[config.mk]
export PLATFORM = sky130hd
export DESIGN_NAME = pts_stage
export DESIGN_NICKNAME = d
export VERILOG_FILES = /design/src/rtl/pts_pkg.sv /design/src/rtl/pts_cond.sv /design/src/rtl/pts_stretch.sv /design/src/rtl/pts_hold.sv /design/src/rtl/pts_stage.sv
export SDC_FILE = /design/constraint.sdc
export NUM_CORES = 1
export LEC_CHECK = 0
export BUFFER_PORTS_ARGS = -buffer_cell sky130_fd_sc_hd__buf_4
export CORE_UTILIZATION = 53
export DETAILED_ROUTE_END_ITERATION = 12
export GPL_TIMING_DRIVEN = 0
export PLACE_DENSITY = 0.77
export SLEW_MARGIN = 20
export SYNTH_ARGS = -nofsm -noshare
export SYNTH_HDL_FRONTEND = slang
export SYNTH_SLANG_ARGS = --single-unit
[constraint.sdc]
create_clock -name clk -period 3.8 [get_ports clk]
set_input_delay 1.14 -clock clk [delete_from_list [all_inputs] [get_ports clk]]
set_output_delay 1.14 -clock clk [all_outputs]
set_load 0.05 [all_outputs]
[src/rtl/pts_pkg.sv]
`timescale 1ns/1ps
package pts_pkg;
  localparam int STEP_CYC = 5;

  typedef enum logic [1:0] {SEL_NONE, SEL_FREE, SEL_GATED, SEL_COIN} sel_e;

  // coincidence beats gated beats free
  function automatic sel_e pick_mode(input logic [3:0] m);
    if (m[2])      return SEL_COIN;
    else if (m[1]) return SEL_GATED;
    else if (m[0]) return SEL_FREE;
    else           return SEL_NONE;
  endfunction

  // number of cycles a stretched pulse lasts
  function automatic int unsigned stretch_cycles(input logic [3:0] s, input int unsigned step);
    return int'(s) * step;
  endfunction
endpackage

[src/rtl/pts_cond.sv]
`timescale 1ns/1ps
module pts_cond #(
  parameter int W = 16
) (
  input  logic         clk,
  input  logic         rst_n,
  input  logic [W-1:0] raw,
  input  logic [W-1:0] en,
  input  logic [W-1:0] inv,
  output logic [W-1:0] lvl,
  output logic [W-1:0] rise
);
  logic [W-1:0] prev;

  always_ff @(posedge clk) begin
    if (!rst_n) begin
      lvl  <= '0;
      prev <= '0;
    end else begin
      lvl  <= (raw ^ inv) & en;
      prev <= lvl;
    end
  end

  assign rise = lvl & ~prev;
endmodule

[src/rtl/pts_stretch.sv]
`timescale 1ns/1ps
module pts_stretch
  import pts_pkg::*;
#(
  parameter int W    = 16,
  parameter int SW   = 4,
  parameter int STEP = STEP_CYC
) (
  input  logic          clk,
  input  logic          rst_n,
  input  logic          on,
  input  logic [SW-1:0] sel,
  input  logic [W-1:0]  lvl,
  input  logic [W-1:0]  rise,
  output logic [W-1:0]  str
);
  localparam int MAXLEN = ((1 << SW) - 1) * STEP;
  localparam int CW     = $clog2(MAXLEN + 1);

  logic [CW-1:0] len;
  assign len = CW'(stretch_cycles(sel, STEP));

  for (genvar i = 0; i < W; i++) begin : g_bit
    logic [CW-1:0] cnt;
    always_ff @(posedge clk) begin
      if (!rst_n)
        cnt <= '0;
      else if (on && rise[i] && len != '0)
        cnt <= len - 1'b1;
      else if (cnt != '0)
        cnt <= cnt - 1'b1;
    end
    assign str[i] = on ? (lvl[i] | (cnt != '0)) : lvl[i];
  end
endmodule

[src/rtl/pts_hold.sv]
`timescale 1ns/1ps
module pts_hold #(
  parameter int W  = 16,
  parameter int TW = 48
) (
  input  logic          clk,
  input  logic          rst_n,
  input  logic          evt,
  input  logic [W-1:0]  pat_in,
  input  logic [TW-1:0] stamp_in,
  input  logic          ready,
  output logic          valid,
  output logic [W-1:0]  pat,
  output logic [TW-1:0] stamp
);
  always_ff @(posedge clk) begin
    if (!rst_n) begin
      valid <= 1'b0;
      pat   <= '0;
      stamp <= '0;
    end else if (!valid || ready) begin
      valid <= evt;
      if (evt) begin
        pat   <= pat_in;
        stamp <= stamp_in;
      end
    end else if (evt) begin
      pat <= pat | pat_in;
    end
  end
endmodule

[src/rtl/pts_stage.sv]
`timescale 1ns/1ps
module pts_stage
  import pts_pkg::*;
#(
  parameter int W  = 16,
  parameter int TW = 48,
  parameter int SW = 4
) (
  input  logic          clk,
  input  logic          rst_n,
  input  logic [W-1:0]  grp_a_in,
  input  logic [W-1:0]  grp_b_in,
  input  logic          gate_in,
  input  logic [TW-1:0] ts_in,
  input  logic [W-1:0]  cfg_enable,
  input  logic [W-1:0]  cfg_invert,
  input  logic [3:0]    cfg_mode,
  input  logic [SW-1:0] cfg_stretch,
  input  logic          cfg_free_gate,
  input  logic          out_ready,
  output logic          out_valid,
  output logic [W-1:0]  out_pattern,
  output logic [TW-1:0] out_stamp
);
  sel_e          sel;
  logic [W-1:0]  lvl_a, rise_a, str_a;
  logic [W-1:0]  b_q, eff, eff_prev, coin, coin_prev;
  logic          gate_q, gate_prev;
  logic [W-1:0]  acc;
  logic [TW-1:0] acc_stamp;

  // named internal events
  logic [W-1:0]  free_hit, coin_hit;
  logic          gate_rise, gate_fall;
  logic          item_evt;
  logic [W-1:0]  item_pat;
  logic [TW-1:0] item_stamp;

  assign sel = pick_mode(cfg_mode);

  pts_cond #(.W(W)) u_cond (
    .clk(clk), .rst_n(rst_n), .raw(grp_a_in), .en(cfg_enable),
    .inv(cfg_invert), .lvl(lvl_a), .rise(rise_a)
  );

  pts_stretch #(.W(W), .SW(SW), .STEP(STEP_CYC)) u_str (
    .clk(clk), .rst_n(rst_n), .on(cfg_mode[3]), .sel(cfg_stretch),
    .lvl(lvl_a), .rise(rise_a), .str(str_a)
  );

  always_ff @(posedge clk) begin
    if (!rst_n) begin
      b_q       <= '0;
      gate_q    <= 1'b0;
      gate_prev <= 1'b0;
      eff_prev  <= '0;
      coin_prev <= '0;
      acc       <= '0;
      acc_stamp <= '0;
    end else begin
      b_q       <= grp_b_in;
      gate_q    <= gate_in;
      gate_prev <= gate_q;
      eff_prev  <= eff;
      coin_prev <= coin;
      if (gate_rise) begin
        acc       <= lvl_a;
        acc_stamp <= ts_in;
      end else if (gate_q) begin
        acc <= acc | lvl_a;
      end
    end
  end

  assign eff       = lvl_a & (cfg_free_gate ? {W{gate_q}} : {W{1'b1}});
  assign free_hit  = eff & ~eff_prev;
  assign coin      = str_a & b_q;
  assign coin_hit  = coin & ~coin_prev;
  assign gate_rise = gate_q & ~gate_prev;
  assign gate_fall = ~gate_q & gate_prev;

  always_comb begin
    item_evt   = 1'b0;
    item_pat   = '0;
    item_stamp = ts_in;
    unique case (sel)
      SEL_FREE: begin
        item_evt = |free_hit;
        item_pat = free_hit;
      end
      SEL_GATED: begin
        item_evt   = gate_fall;
        item_pat   = acc;
        item_stamp = acc_stamp;
      end
      SEL_COIN: begin
        item_evt = |coin_hit;
        item_pat = coin_hit;
      end
      default: ;
    endcase
  end

  pts_hold #(.W(W), .TW(TW)) u_hold (
    .clk(clk), .rst_n(rst_n), .evt(item_evt), .pat_in(item_pat),
    .stamp_in(item_stamp), .ready(out_ready), .valid(out_valid),
    .pat(out_pattern), .stamp(out_stamp)
  );
endmodule

* After elaboration in Yosys (flattened, before gate mapping)
Index checks and enable logic that the tools add are counted.
** Word-level totals
- Bits in registers :: 323
- Input bits :: 125
- Output and inout port bits :: 65
- Logic and storage cells :: 212
** Operators by class
- $add $sub $neg :: 17
- Multiply operators :: 1
- Eq/ne operators :: 3
- Muxes and demuxes :: 60
- Bitwise gates (word level) :: 32
- Reductions and logical operators :: 71
** Operator list (count)
- 7-bit two-way mux :: 32
- 7-bit nonzero test :: 17
- 7-bit by 1-bit subtractor with 7-bit output, second input constant :: 17
- 16-bit AND :: 6
- 16-bit two-way mux :: 6
- 48-bit two-way mux :: 1
- 16-bit NOT :: 3
- 16-bit one-hot mux with 3 select lines :: 1
- 2-bit nonzero test :: 17
- 1-bit logical AND :: 32
- 16-bit bitwise OR :: 2
- 16-bit OR reduction :: 2
- 1-bit two-way mux :: 17
- 1-bit bitwise OR :: 16
- 16-bit bitwise XOR :: 1
- 4-bit by 3-bit multiplier with 7-bit output, second input constant :: 1
- 2-bit equality test, second input constant :: 2
- 2-bit two-way mux :: 2
- 1-bit one-hot mux with 3 select lines :: 1
- 1-bit AND :: 2
- 2-bit by 1-bit equality test with 1-bit output, second input constant :: 1
- 1-bit NOT :: 2
- 2-bit AND reduction :: 1
- 1-bit logical NOT :: 1
- 1-bit logical OR :: 1

* Depth between registers and ports, before layout
- Word-level depth :: 9
- Mapped depth :: 13
- Depth with buffers taken out :: 11

* By module
A second synthesis with hierarchy kept.
** Second synthesis, totals
- Cells, all modules :: 1610
- Area total of the unflattened synthesis :: 14661.6 sq um
** Modules (own cells, without submodules)
- pts_stretch :: times used 1, cells an instance 730, area an instance 6160.9 sq um, sequential area each 2242.2 sq um
- pts_stage :: times used 1, cells an instance 498, area an instance 4785.8 sq um, sequential area each 2282.2 sq um
- pts_hold :: times used 1, cells an instance 283, area an instance 2592.5 sq um, sequential area each 1301.2 sq um
- pts_cond :: times used 1, cells an instance 99, area an instance 1122.3 sq um, sequential area each 640.6 sq um

* Worst setup path after synthesis
OpenSTA, ideal clock, no wires.
- Kind :: in2reg
- Start point :: in cfg_stretch[1]
- End point :: reg u_str.g_bit[15].cnt[2]
- Library setup time :: 65 ps
- Arrival :: 3578 ps
- Required time :: 3735 ps
- Path slack :: 157 ps
- Stages :: 13
- Buffers on the path :: 2
- Cell sequence :: ha_1 > ha_1 > inv_1 > fa_1 > nor3b_1 > nand3_1 > nor2_1 > buf_2 > nor2_1 > buf_2 > nor3_1 > a21oi_1 > nor2_1
** On the way
- Cells in the longest elaborated chain, start to end :: 4
- Elaborated cells on any way between the ends :: 6
- Those cells by class :: 1 x add/sub; 1 x mul; 1 x mux; 3 x reduce/logical
** Ends and longest elaborated chain
- from (decl) :: line pts_stage.sv:18 : input logic [SW-1:0] cfg_stretch,
- 4-bit by 3-bit multiplier with 7-bit output (*) :: line pts_pkg.sv:17 : return int'(s) * step;
- parallel branches: the longest is 3 deep, another holds 7-bit by 1-bit subtractor with 7-bit output
- to (signal assigned) :: line pts_stretch.sv:29 : cnt <= len - 1'b1;
- to (signal assigned) :: line pts_stretch.sv:31 : cnt <= cnt - 1'b1;
- to (decl) :: line pts_stretch.sv:24 : logic [CW-1:0] cnt;
Every way passes the cells marked *.
A chain may end at the register's enable or synchronous reset.

* Worst setup path after layout
- Start point :: in cfg_stretch[1]
- End point :: reg u_str.g_bit[8].cnt[5]
** On the way
- Cells in the longest elaborated chain, start to end :: 4
- Elaborated cells on any way between the ends :: 6
- Those cells by class :: 1 x add/sub; 1 x mul; 1 x mux; 3 x reduce/logical
** Ends and longest elaborated chain (line)
- 4-bit by 3-bit multiplier with 7-bit output (*) :: pts_pkg.sv:17
- parallel branches: the longest is 3 deep, another holds 7-bit by 1-bit subtractor with 7-bit output
- to (signal assigned) :: pts_stretch.sv:29
- to (signal assigned) :: pts_stretch.sv:31
- to (decl) :: pts_stretch.sv:24
Marks and branches as above.

==> results.ini <==
[logic_synthesis]
ys_ff_latch=323
synthDistinctLibCells=55
postSynthAreaPerCell_um2=8.643
synthArstFlopShare=0
ys.flop_type=dfxtp_1
synth_warnings=0
synth_edf_count=0
netlist_area_um2=14960
syn_inst=1731
seq_area_frac_synth=0.4322
syn_nets=1894

[cells_and_area]
nets=2124
top_register=u_str.g_bit.cnt
largestRegisters=u_str.g_bit.cnt (112), acc_stamp (48), u_hold.stamp (48)
syn2layout_area_growth_pct=21.13
fin_util=0.6523
final_layout_size_suffix_gt1_frac=0.1594
largest_reg_flops=112

[detailed_routing]
drt_pass1_iterations=5
drc=0
antenna_left=0
first_iter_violations=1028
viasPerCell=5.622
wl_per_cell_um=18.09
routed_wl_mm=42.72
vias=13280

[timing]
maxSlewViolCount=0
post-route-period-util=0.9363
fmax_mhz=281.0
fin_crit_ns=3.558
report.final.hold_viol_count=0
setup_viol=0
grt_setup_unrepaired=no
worst_pin_slew_ns=1.150
fin_worst_skew_ns=0.01597
setup_tns_ns=0
maxSlewHeadroom=0.2279

[global_routing]
grt_most_used_layer=met2
grt_antenna_before_repair=0
met2_usage=0.5100
use_met3=0.07209
grt_use_met1=0.3604
grt_max_degree=14
grt_pass1_vias=12610
grt_pass1_wl_mm=67.21
track_usage=0.2964
gr-total-overflow=0

[cts]
path_clk_slew_ns=0.06
cts_buffer_depth=3
clk_latency_ns=0.53
numCtsBuffers=36
cts_tree=done
cts_max_level=2
cts_sinks=323
cts_root_buf=clkbuf_16
cts_hold_buf=0

[pwr]
ir_drop_mv=0.3546
power.static_leakage_uw=0.007521
p_comb_frac=0.426
p_clk_frac=0.243
p_switching_uw=5469
p_sw_frac=0.3770
power_density_nw_per_um2=800.5
seq_power_share=0.331
cell_internal_pwr_uw=9038

[setup_path]
crit_path_max_incr_delay_ns=0.93
cp_top_family=adder cells
timing.reg2reg.setup_slack_ns=0.74
cp-end-kind=flip-flop
timing.rr.start=u_str.g_bit[2].cnt[0]
path_cells=buf_4 > ha_1 > ha_1 > inv_1 > fa_1 > nor3b_1 > nand3_1 > xnor2_1 > a211oi_1
criticalPathCategory=in2reg
critPathSlowestCell=xnor2_1
reg2reg_to=u_hold.pat[6]
crit_buf_inv=2
arrival_ns=3.90
crit_top_cell=ha_1
worstSetupStartpointType=input pin
cp_num_cells=9
cp.required_ns=4.14
r2r_cells=10
crit_fanout=7

[worst_hold_path]
holdPathStages=2
min-delay-start=acc_stamp[46]
hp-class=reg2reg
min_to=acc_stamp[46]

[floorplanning]
die-area_um2=28900
start_util=0.5385
design.core.area_um2=27780
fp.dieW_um=170.0
die_y_um=170.0
rows=61
io_pins=190

[job]
drv_cap=0

[status]
outcome=completed

[placed_design]
dpl.hpwl_mm=30.43
io_buffers=187
gp_congestion=0.9361

## worst max-delay path by stage
stage / from / end
4_1_cts: cfg_stretch[1] / u_str.g_bit[10].cnt[5]
2_1_floorplan: cfg_stretch[1] / u_str.g_bit[15].cnt[2]
3_3_place_gp: cfg_stretch[1] / u_str.g_bit[10].cnt[2]
3_5_place_dp: cfg_stretch[0] / u_str.g_bit[0].cnt[4]
6_report: cfg_stretch[1] / u_str.g_bit[8].cnt[5]
5_1_grt: cfg_stretch[1] / u_str.g_bit[10].cnt[5]
## cells by family after synthesis
kind of cell | after synthesis | synth area share
fa+ha+maj | 38 | 0.03228
xor+xnor | 108 | 0.06323
buf+inv | 157 | 0.04466
mux | 67 | 0.04608
simple gates | 708 | 0.2333
flops | 323 | 0.4322
compound gates | 330 | 0.1482
## metrics by stage
step | power [µW] | instances | hold WS, ns | instance area (µm²) | setup WS (ns)
finish | 14510 | 2362 | 0.4532 | 18120 | 0.2419
global route | 15500 | 2361 | 0.4726 | 18120 | 0.01888
CTS | 14470 | 2357 | 0.4543 | 18090 | 0.09762
detailed placement | 10890 | 2297 | 0.4435 | 16870 | -0.9524
global placement | 10640 | 2296 | 0.4358 | 16840 | -0.8589
floorplan | 9633 | 1731 | 0.4228 | 14960 | 0.1565
## cells in the mapped netlist, drive strengths merged (34+ instances only)
master	number	area share
mux2i	52	0.035
inv	37	0.0093
clkbuf	95	0.024
dfxtp	323	0.43
nor3	87	0.029
nand2	200	0.050
a211oi	41	0.023
a21oi	134	0.045
o211ai	48	0.024
xor2	57	0.033
nor2	197	0.049
ha	37	0.031
nand2b	52	0.022
xnor2	51	0.030
and2	44	0.018
o21ai	34	0.012
## tightest hold or removal path, delay by kind of cell, from the launching register on
kind,cells,cell delay [ns]
simple gates,1,0.05
compound gates,1,0.05
flops,1,0.30
## power groups by stage
stage               combinational (µW)  clock (µW)  sequential, µW
finish                            6180        3530            4800
global route                      6910        3710            4870
CTS                               6130        3560            4780
detailed placement                6060           0            4830
global placement                  5830           0            4810
floorplan                         4680           0            4950
## cell type report
class                           count  area (µm²)
Clock buffer                       50        1044
Tap cell                          378       473.0
Antenna cell                        1       2.502
Fill cell                        2383        9659
Sequential cell                   323        6466
Clock inverter                     10       155.1
Inverter                           39       146.4
Buffer                            118       526.8
Multi-Input combinational cell   1251        7864
Timing Repair Buffer              192        1445
## routing by layer
metal / up-vias / wire length [µm]
met5: - / 0
li1: 6442 / -
met2: 462 / 20500
met1: 6291 / 17530
met3: 84 / 3440
met4: 0 / 1250
## placed cells by master (no fill, tap or decap), types with 8 or more instances in the layout
master and instances:
o21ai_1 10, clkbuf_8 9, a22oi_1 15, nand2_1 200, and2_1 44, a211oi_2 8, clkbuf_1 98, inv_1 36
o21ai_0 23, nand3_1 9, a211oi_1 33, o32a_1 15, nor2_1 196, mux2i_1 52, or3_1 11, nor4_1 11
a22o_1 16, buf_2 11, nand3b_1 17, nor2b_1 21, nor3_1 86, ha_1 37, and3_1 33, clkbuf_16 36
mux2_2 15, xor2_1 54, xnor2_1 50, nand2b_1 52, buf_4 193, o211ai_1 48, buf_6 9, a21oi_1 134
nor4b_2 8, dfxtp_1 323, a32o_1 16
## what timing repair did
action / CTS / global route
gates resized for setup: 4 / 4
endpoints found under the setup margin: 81 / 45
pin swaps: 0 / 1
hold endpoints to repair: 0 / 0
buffers inserted: 0 / 4
(Power assumes the default switching activity.)
